[config.mk]
export PLATFORM = sky130hd
export DESIGN_NAME = fpuEnvSerializer
export DESIGN_NICKNAME = d
export VERILOG_FILES = /design/src/rtl/fpuEnvPkg.sv /design/src/rtl/fpuEnvCtrl.sv /design/src/rtl/fpuEnvPath.sv /design/src/rtl/fpuEnvSerializer.sv
export SDC_FILE = /design/constraint.sdc
export NUM_CORES = 2
export LEC_CHECK = 0
export ABC_AREA = 1
export BUFFER_PORTS_ARGS = -buffer_cell sky130_fd_sc_hd__buf_2
export CAP_MARGIN = 20
export CELL_PAD_IN_SITES_DETAIL_PLACEMENT = 0
export CELL_PAD_IN_SITES_GLOBAL_PLACEMENT = 1
export CORE_MARGIN = 3
export CORE_UTILIZATION = 40
export CTS_BUF_LIST = sky130_fd_sc_hd__clkbuf_2 sky130_fd_sc_hd__clkbuf_4 sky130_fd_sc_hd__clkbuf_8
export DETAILED_ROUTE_END_ITERATION = 7
export GPL_TIMING_DRIVEN = 1
export PLACE_DENSITY_LB_ADDON = 0.1
export SKIP_CTS_REPAIR_TIMING = 1
export SLEW_MARGIN = 20
export SYNTH_ARGS = -nofsm -noshare
export SYNTH_HDL_FRONTEND = slang
export SYNTH_SLANG_ARGS = --single-unit
export TNS_END_PERCENT = 50
[constraint.sdc]
create_clock -name clk -period 2.8 [get_ports clk]
set_clock_uncertainty 0.05 [all_clocks]
set_input_delay 0.56 -clock clk [delete_from_list [all_inputs] [get_ports clk]]
set_output_delay 0.56 -clock clk [all_outputs]
set_load 0.005 [all_outputs]
[src/rtl/fpuEnvPkg.sv]
package fpuEnvPkg;
  parameter int NUM_REGS    = 8;
  parameter int REG_BITS    = 80;
  parameter int ENV_ENTRIES = 7;
  parameter int BUS_BITS    = 32;
  parameter int PTR_BITS    = 32;
  parameter int OPC_BITS    = 11;

  localparam int REG_BYTES  = NUM_REGS * REG_BITS / 8;
  localparam int UNITS_WIDE = REG_BYTES / 4;
  localparam int UNITS_NARR = REG_BYTES / 2;
  localparam int MAX_ENTRY  = ENV_ENTRIES + UNITS_NARR;
  localparam int IDX_W      = $clog2(MAX_ENTRY);
  localparam int OFF_W      = $clog2(MAX_ENTRY * 2) + 1;
  localparam int BE_W       = BUS_BITS / 8;

  typedef struct packed {
    logic             capture;
    logic             emit;
    logic [IDX_W-1:0] idx;
    logic             wide;
    logic             realFmt;
  } ctlStrobes_t;
endpackage

[src/rtl/fpuEnvCtrl.sv]
module fpuEnvCtrl
  import fpuEnvPkg::*;
(
  input  logic        clk,
  input  logic        rstN,
  input  logic        start,
  input  logic        realMode,
  input  logic        wide32,
  input  logic        fullSave,
  output ctlStrobes_t strobes,
  output logic        busy,
  output logic        done,
  output logic        reinit
);
  typedef enum logic {ST_IDLE, ST_RUN} state_t;

  localparam logic [IDX_W-1:0] LAST_ENV  = IDX_W'(ENV_ENTRIES - 1);
  localparam logic [IDX_W-1:0] LAST_WIDE = IDX_W'(ENV_ENTRIES + UNITS_WIDE - 1);
  localparam logic [IDX_W-1:0] LAST_NARR = IDX_W'(ENV_ENTRIES + UNITS_NARR - 1);

  state_t           state;
  logic [IDX_W-1:0] idx;
  logic             wideQ, realQ, fullQ;
  logic [IDX_W-1:0] lastIdx;

  always_comb begin
    if (!fullQ)     lastIdx = LAST_ENV;
    else if (wideQ) lastIdx = LAST_WIDE;
    else            lastIdx = LAST_NARR;
  end

  always_ff @(posedge clk) begin
    if (!rstN) begin
      state  <= ST_IDLE;
      idx    <= '0;
      wideQ  <= 1'b0;
      realQ  <= 1'b0;
      fullQ  <= 1'b0;
      done   <= 1'b0;
      reinit <= 1'b0;
    end else begin
      done   <= 1'b0;
      reinit <= 1'b0;
      case (state)
        ST_IDLE: if (start) begin
          state <= ST_RUN;
          idx   <= '0;
          wideQ <= wide32;
          realQ <= realMode;
          fullQ <= fullSave;
        end
        ST_RUN: begin
          if (idx == lastIdx) begin
            state  <= ST_IDLE;
            done   <= 1'b1;
            reinit <= fullQ;
          end else begin
            idx <= idx + 1'b1;
          end
        end
        default: state <= ST_IDLE;
      endcase
    end
  end

  always_comb begin
    strobes.capture = (state == ST_IDLE) && start;
    strobes.emit    = (state == ST_RUN);
    strobes.idx     = idx;
    strobes.wide    = wideQ;
    strobes.realFmt = realQ;
  end
  assign busy = (state == ST_RUN);

  // done comes only in the first cycle without a write after a run
  a_r8_done_after_last: assert property (@(posedge clk) disable iff (!rstN)
    done |-> (!strobes.emit && $past(strobes.emit)));
  a_r8_done_single: assert property (@(posedge clk) disable iff (!rstN)
    done |=> !done);
  // reinit never without done
  a_r9_reinit_with_done: assert property (@(posedge clk) disable iff (!rstN)
    reinit |-> done);
  // a run advances one entry per cycle whatever start does
  a_r10_steady_advance: assert property (@(posedge clk) disable iff (!rstN)
    (strobes.emit && $past(strobes.emit)) |-> (idx == $past(idx) + 1'b1));
endmodule

[src/rtl/fpuEnvPath.sv]
module fpuEnvPath
  import fpuEnvPkg::*;
(
  input  logic                         clk,
  input  logic                         rstN,
  input  ctlStrobes_t                  strobes,
  input  logic [15:0]                  ctrlWord,
  input  logic [15:0]                  statWord,
  input  logic [15:0]                  tagWord,
  input  logic [PTR_BITS-1:0]          instPtr,
  input  logic [15:0]                  instSel,
  input  logic [PTR_BITS-1:0]          operPtr,
  input  logic [15:0]                  operSel,
  input  logic [OPC_BITS-1:0]          lastOpcode,
  input  logic [NUM_REGS*REG_BITS-1:0] dataRegs,
  output logic                         wrValid,
  output logic [OFF_W-1:0]             wrOffset,
  output logic [BE_W-1:0]              wrByteEn,
  output logic [BUS_BITS-1:0]          wrData
);
  localparam int SHIFT_W = $clog2(NUM_REGS * REG_BITS) + 1;

  logic [15:0]                  cwQ, swQ, twQ, isQ, osQ;
  logic [PTR_BITS-1:0]          ipQ, opQ;
  logic [OPC_BITS-1:0]          opcQ;
  logic [NUM_REGS*REG_BITS-1:0] regsQ;

  always_ff @(posedge clk) begin
    if (!rstN) begin
      cwQ <= '0; swQ <= '0; twQ <= '0; isQ <= '0; osQ <= '0;
      ipQ <= '0; opQ <= '0; opcQ <= '0; regsQ <= '0;
    end else if (strobes.capture) begin
      cwQ <= ctrlWord; swQ <= statWord; twQ <= tagWord;
      isQ <= instSel;  osQ <= operSel;
      ipQ <= instPtr;  opQ <= operPtr;
      opcQ <= lastOpcode;
      regsQ <= dataRegs;
    end
  end

  logic [31:0]                  envWord;
  logic [IDX_W-1:0]             regIdx;
  logic [SHIFT_W-1:0]           shiftAmt;
  logic [NUM_REGS*REG_BITS-1:0] regShifted;
  logic [31:0]                  regWord;

  always_comb begin
    envWord = '0;
    case (strobes.idx)
      IDX_W'(0): envWord = {16'b0, cwQ};
      IDX_W'(1): envWord = {16'b0, swQ};
      IDX_W'(2): envWord = {16'b0, twQ};
      IDX_W'(3): envWord = (strobes.wide && !strobes.realFmt) ? ipQ : {16'b0, ipQ[15:0]};
      IDX_W'(4): begin
        if (strobes.realFmt)
          envWord = strobes.wide ? {4'b0, ipQ[31:16], 1'b0, opcQ}
                                 : {16'b0, ipQ[19:16], 1'b0, opcQ};
        else
          envWord = strobes.wide ? {5'b0, opcQ, isQ} : {16'b0, isQ};
      end
      IDX_W'(5): envWord = (strobes.wide && !strobes.realFmt) ? opQ : {16'b0, opQ[15:0]};
      IDX_W'(6): begin
        if (strobes.realFmt)
          envWord = strobes.wide ? {4'b0, opQ[31:16], 12'b0} : {16'b0, opQ[19:16], 12'b0};
        else
          envWord = {16'b0, osQ};
      end
      default: envWord = '0;
    endcase
  end

  always_comb begin
    regIdx     = strobes.idx - IDX_W'(ENV_ENTRIES);
    shiftAmt   = strobes.wide ? (SHIFT_W'(regIdx) << 5) : (SHIFT_W'(regIdx) << 4);
    regShifted = regsQ >> shiftAmt;
    regWord    = strobes.wide ? regShifted[31:0] : {16'b0, regShifted[15:0]};
  end

  assign wrValid  = strobes.emit;
  assign wrOffset = strobes.wide ? (OFF_W'(strobes.idx) << 2) : (OFF_W'(strobes.idx) << 1);
  assign wrByteEn = strobes.wide ? {BE_W{1'b1}} : BE_W'(2'b11);
  assign wrData   = (strobes.idx < IDX_W'(ENV_ENTRIES)) ? envWord : regWord;

  // an image starts at offset zero and steps by the entry size
  a_r2_first_offset: assert property (@(posedge clk) disable iff (!rstN)
    $rose(wrValid) |-> (wrOffset == '0));
  a_r2_offset_step: assert property (@(posedge clk) disable iff (!rstN)
    (wrValid && $past(wrValid)) |->
      (wrOffset == $past(wrOffset) + (strobes.wide ? OFF_W'(4) : OFF_W'(2))));
  // the upper half of the bus is clear in 16-bit size
  a_r5_narrow_upper_zero: assert property (@(posedge clk) disable iff (!rstN)
    (wrValid && !strobes.wide) |-> (wrData[31:16] == 16'h0));
endmodule

[src/rtl/fpuEnvSerializer.sv]
module fpuEnvSerializer
  import fpuEnvPkg::*;
(
  input  logic                         clk,
  input  logic                         rstN,
  input  logic                         start,
  input  logic                         realMode,
  input  logic                         wide32,
  input  logic                         fullSave,
  input  logic [15:0]                  ctrlWord,
  input  logic [15:0]                  statWord,
  input  logic [15:0]                  tagWord,
  input  logic [PTR_BITS-1:0]          instPtr,
  input  logic [15:0]                  instSel,
  input  logic [PTR_BITS-1:0]          operPtr,
  input  logic [15:0]                  operSel,
  input  logic [OPC_BITS-1:0]          lastOpcode,
  input  logic [NUM_REGS*REG_BITS-1:0] dataRegs,
  output logic                         busy,
  output logic                         wrValid,
  output logic [OFF_W-1:0]             wrOffset,
  output logic [BE_W-1:0]              wrByteEn,
  output logic [BUS_BITS-1:0]          wrData,
  output logic                         done,
  output logic                         reinit
);
  ctlStrobes_t strobes;

  fpuEnvCtrl uCtrl (
    .clk(clk), .rstN(rstN), .start(start), .realMode(realMode),
    .wide32(wide32), .fullSave(fullSave), .strobes(strobes),
    .busy(busy), .done(done), .reinit(reinit)
  );

  fpuEnvPath uPath (
    .clk(clk), .rstN(rstN), .strobes(strobes),
    .ctrlWord(ctrlWord), .statWord(statWord), .tagWord(tagWord),
    .instPtr(instPtr), .instSel(instSel), .operPtr(operPtr), .operSel(operSel),
    .lastOpcode(lastOpcode), .dataRegs(dataRegs),
    .wrValid(wrValid), .wrOffset(wrOffset), .wrByteEn(wrByteEn), .wrData(wrData)
  );
endmodule

# [Yosys cells after proc, flatten, opt, wreduce, memory -nomap -nowiden]
# Cells that the tools add are included.
[word_totals] ff_bits=807 latchBits=0 ram_bits=0 mem_bits_ro=0 inputBits=801 out_inout_bits=48 word_cells=60 memories=0
[op_classes] add_sub_neg=2 mul=0 n_div=0 order_cmp=1 eq_ne=9 shift=1 muxes=22 n_bitwise=1 reduce_logical=8
[ops] operator="$shr A640 B11 Y32" n=1
[ops] operator="$pmux W32 S7" n=1
[ops] operator="$mux W32" n=6
[ops] operator="$mux W28" n=2
[ops] operator="$mux W27" n=1
[ops] operator="$mux W6" n=4
[ops] operator="$eq A6 B3 Y1 const B" n=3
[ops] operator="$eq A6 B2 Y1 const B" n=2
[ops] operator="$pmux W6 S2" n=1
[ops] operator="$mux W11" n=1
[ops] operator="$mux W8" n=1
[ops] operator="$add A6 B1 Y6 const B" n=1
[ops] operator="$eq A6 B1 Y1 const B" n=1
[ops] operator="$eq A6 B6 Y1" n=1
[ops] operator="$logic_not A6 Y1" n=1
[ops] operator="$lt A6 B3 Y1 const B" n=1
[ops] operator="$reduce_and A2 Y1" n=3
[ops] operator="$sub A6 B3 Y6 const B" n=1
[ops] operator="$mux W4" n=1
[ops] operator="$ne A2 B2 Y1 const B" n=2
[ops] operator="$mux W1" n=3
[ops] operator="$reduce_and A3 Y1" n=1
[ops] operator="$logic_and A1 B1 Y1" n=2
[ops] operator="$pmux W1 S2" n=1
[ops] operator="2 further kinds" n=2

# [Depth between registers and ports, before layout]
[logic_depth] word_depth=5 ltp_mapped=14 ltp_nobuf=12

# [Cells and area by module]
# A second synthesis with hierarchy kept.
[unflattened] cells_unflattened=7048 hier_area_um2=43366.6
[by_module_without_submodules] module="fpuEnvPath" n_inst=1 cells_each=6962 area_each_um2=42726.0 seq_area_each_um2=15915.3
[by_module_without_submodules] module="fpuEnvCtrl" n_inst=1 cells_each=86 area_each_um2=640.6 seq_area_each_um2=240.2

# [Least setup slack after synthesis]
# OpenSTA, ideal clock, no wires.
[synth_timing] path_kind="register to output" from="register uCtrl.idx[1]" to="output port wrData[18]" arrival_time_ns=1.983 required_time_ns=2.190 slack_ns=0.207 path_stages_with_launch=14 n_path_buf=2 cell_sequence="dfxtp_1 -> inv_1 -> ha_1 -> o21ai_2 -> buf_4 -> buf_2 -> nand3_1 -> nand2_1 -> nand2_1 -> nand3_1 -> nand3_1 -> nand3_1 -> nand2_1 -> nand2_1"
[synth_via] elab_chain_len=5 elab_cells_between_ends=14 classes_between="add/sub (1); order compare (1); eq/ne (6); shift (1); mux (4); reduce/logical (1)"
[synth_rtl] element="start: declaration" line="fpuEnvCtrl.sv:22" text="logic [IDX_W-1:0] idx;"
[synth_rtl] element="start signal: assignment" line="fpuEnvCtrl.sv:58" text="idx <= idx + 1'b1;"
[synth_rtl] element="$sub A6 B3 Y6" line="fpuEnvPath.sv:73" text="regIdx = strobes.idx - IDX_W'(ENV_ENTRIES);"
[synth_rtl] element="$mux W11" line="fpuEnvPath.sv:74" text="shiftAmt = strobes.wide ? (SHIFT_W'(regIdx) << 5) : (SHIFT_W'(regIdx) << 4);"
[synth_rtl] element="$shr A640 B11 Y32" line="fpuEnvPath.sv:75" text="regShifted = regsQ >> shiftAmt;"
[synth_rtl] element="$mux W32" line="fpuEnvPath.sv:76" text="regWord = strobes.wide ? regShifted[31:0] : {16'b0, regShifted[15:0]};"
[synth_rtl] element="$mux W32 *" line="fpuEnvPath.sv:82" text="assign wrData = (strobes.idx < IDX_W'(ENV_ENTRIES)) ? envWord : regWord;"
[synth_rtl] element="end: declaration" line="fpuEnvSerializer.sv:23" text="output logic [BUS_BITS-1:0] wrData,"
# Mark *: on every way between the ends. The rest lies on a longest branch, timed or not.

# [Worst setup path in the final report]
[layout_timing] from="register uCtrl.idx[1]" to="output port wrData[14]"
# Same word-level chain as after synthesis.

==> impl_metrics.yaml <==
synth:
  avgSynthCellArea_um2: 6.17
  yosys.area.top_type: "dfxtp_1"
  synth_cells: 6973
  ys_types: 28
  synthArstFlopShare_pct: 0
  synth-edff-count: 0
  ys.warnings.count: 0
  yosysSeqAreaShare_pct: 37.6
  synth.area.top_cells: "dfxtp_1, nand2_1, o21ai_0"
  yosysMostFrequentCell: "nand2_1"
  yosysTopAreaCellShare_pct: 37.6
  synth-main-ff-cell: "dfxtp_1"
  syn_area_mm2: 0.0430
  yosys-top-cells-count: "nand2_1, o21ai_0, nand3_1, dfxtp_1, a21oi_1"
  ys_seq_elements: 807
drt:
  drt_iter0_drc: 6991
  drtAntennaViolNets: 0
  dr.max_layer_used: "met5"
  met2_length_um: 100000
  wl_met3_um: 23200
  via_count: 54200
  dr.pass1.iters: 8
  post_drt_wl_per_cell_um: 23.8
  finalWirelength_um: 234000
  vias_per_cell: 5.51
  drt-met1-wl_um: 99800
  post-route-drc-count: 0
grt:
  grt_pass1_vias: 46600
  grt_pass1_wl_um: 311000
  antenna_found_initial: 24
  grt_max_degree: 124
  gr-usage-all-layers_pct: 37.5
  grt_overflow_total: 0
cts:
  clkTransAtPathRegs_ns: 0.07
  clkLatencyLatePin_ns: 0.85
  cts_max_level: 4
  cts_tree: "done"
  clockBufferDepth: 3
  cts_buffers: 144
  cts_root_buffer: "clkbuf_8"
  clock_sinks: 807
power_and_ir_drop:
  leakage_nw: 29.0
  ir_drop_v: 0.000553
  pwr_density_cell_mw_per_mm2: 615
worst_setup_path:
  critPathKind: "reg -> out"
  r2r-end: "uCtrl.idx[4]"
  slowest_delay_ns: 0.33
  crit_chain: "inv_2 > ha_4 > o21ai_4 > buf_6 > buf_12 > clkbuf_16 > buf_12 > nand3_1 > nand2_1 > nand2_1 > nand3_4 > nand3_2 > nand3_2 > nand2_1 > nand2_1 > buf_2"
  cp_data_required_time_ns: 2.19
  r2r_cells: 9
  crit_fanout: 5
  path_common_cell: "nand2_1"
  rrSetupSlack_ns: 0.71
  worstSetupEndpointType: "output pin"
  crit_slowest_cell: "dfxtp_2"
  cp-start-kind: "flop"
  r2r-start: "uCtrl.idx[0]"
  arrival_ns: 3.35
placed_design:
  port_buffers: 845
  hpwl_um: 175000
  gp_congestion: 1.04
final_layout:
  fillCellCount: 10500
  drive_gt1_share_pct: 23.1
  final_nets: 9126
  area_growth_syn_to_layout_pct: 43.8
sta:
  finalHoldViolations: 58
  worstMarginPinSlew_ns: 0.825
  setup_viol: 32
  rsz0062_at_grt: "true"
  clock.fmax_ghz: 0.252
  maxSlewViolCount: 0
  min_period_ns: 3.96
  fin_crit_sh_pct: 141
  finalSetupTns_ns: -34.41
  setup_ws_ns: -1.16
  hold_ws_ns: -0.0390
  slew_headroom_pct: 44.4
hold_path:
  holdPathEnd: "uPath.regsQ[30]"
  hold-path-cell-count: 3
  min_from: "dataRegs[30]"
  hold_path_class: "in -> reg"
floorplanning:
  dieHeight_um: 334
  initial_utilization_pct: 40.6
  pin_count: 849
  die_w_um: 334
  core_mm2: 0.106
  rows: 119
  die_area_mm2: 0.111
run_status:
  violations: "hold timing, setup timing"
  status: "finished, violations left"
flow_run:
  maxCapViolations: 0
## cells in the final DEF (no fill, tap or decap), types with 42 or more instances in the layout
master            n
nand2_1        1776
o21ai_0         893
buf_2           839
dfxtp_1         803
nand3_1         693
a21oi_1         645
inv_1           599
nor2_1          542
dlygate4sd3_1   416
buf_4           345
clkbuf_8        176
nand3_2         151
buf_12           89
nand2_2          60
nand3_4          45
clkbuf_4         42
## sequential cells by signal, indices dropped and copies added, names as in the netlist
name,cells
uCtrl.fullQ,1
uCtrl.busy,1
uPath.osQ,16
uPath.twQ,16
uPath.swQ,16
uPath.opcQ,11
uCtrl.reinit,1
uCtrl.idx,6
uCtrl.wideQ,1
uPath.regsQ,640
uPath.cwQ,16
uCtrl.realQ,1
uPath.ipQ,32
uPath.isQ,16
uCtrl.done,1
uPath.opQ,32
## worst max path at each step
| stage | startpoint | end | slack, ns | cells past startpoint |
|---|---|---|---|---|
| floorplan | uCtrl.idx[1] | wrData[18] | 0.21 | 13 |
| global placement | uCtrl.idx[0] | wrData[19] | -0.72 | 14 |
| detailed placement | uCtrl.idx[0] | wrData[30] | -0.72 | 16 |
| CTS | uCtrl.idx[1] | wrData[30] | -1.66 | 16 |
| global route | uCtrl.idx[0] | wrData[14] | -1.25 | 16 |
| finish | uCtrl.idx[1] | wrData[14] | -1.16 | 16 |
## final cells by class
| class | instances | area, um^2 | area share [%] |
|---|---|---|---|
| Clock buffer | 218 | 2740 | 4.43 |
| Tap cell | 1391 | 1740 | 2.81 |
| Inverter | 609 | 2300 | 3.72 |
| Sequential cell | 807 | 16200 | 26.1 |
| Antenna cell | 16 | 40.0 | 0.0647 |
| Timing Repair Buffer | 1777 | 14300 | 23.2 |
| Timing Repair inverter | 1 | 8.76 | 0.0142 |
| Multi-Input combinational cell | 4980 | 24000 | 38.9 |
| Clock inverter | 33 | 472 | 0.763 |
## logic make-up (layout without fill, tap and decap cells)
group                      count (synthesis)  after routing  synth area share [%]
and+or+nand+nor                         3326           3326                  31.8
AOI/OAI and AO/OA                       1643           1643                  19.5
buffers and inverters                   1187           2638                  10.9
DFF                                      807            807                  37.6
adders and majority gates                  5              5                 0.145
xor gates and xnor gates                   3              3                0.0611
other                                      2             19                0.0175
## report_power, final
group	leakage, nW	switching [W]	total, W	internal (W)
sequential	6.69	0.000467	0.0129	0.0125
combinational	20.6	0.00798	0.0126	0.00465
clock	1.68	0.00537	0.0125	0.00711
## stage by stage
stage | std cells | power (W) | area, um^2 | worst slack [ns] | util, %
floorplan | 6974 | 0.0187 | 43000 | 0.207 | -
global placement | 9070 | 0.0234 | 51000 | -0.723 | 48.1
detailed placement | 9070 | 0.0234 | 51000 | -0.722 | 48.1
CTS | 9321 | 0.0358 | 54200 | -1.66 | 51.2
global route | 9827 | 0.0395 | 61800 | -1.25 | 58.3
finish | 9832 | 0.0380 | 61800 | -1.16 | 58.3
## per-layer routing
layer / global-route usage, % / vias to the layer above
met4: 14.4 / 2
met5: 0 / -
li1: - / 25300
met1: 53.0 / 25300
met2: 55.9 / 3001
met3: 7.83 / 499
## critical path: cells and delay by family, from the launching register on
kind	cells	cell delay, ns
and+or+nand+nor	8	0.89
AOI/OAI and AO/OA	1	0.24
adders and majority gates	1	0.26
buffers and inverters	6	0.75
DFF	1	0.33
No activity file was read; power rests on OpenSTA's default activity.
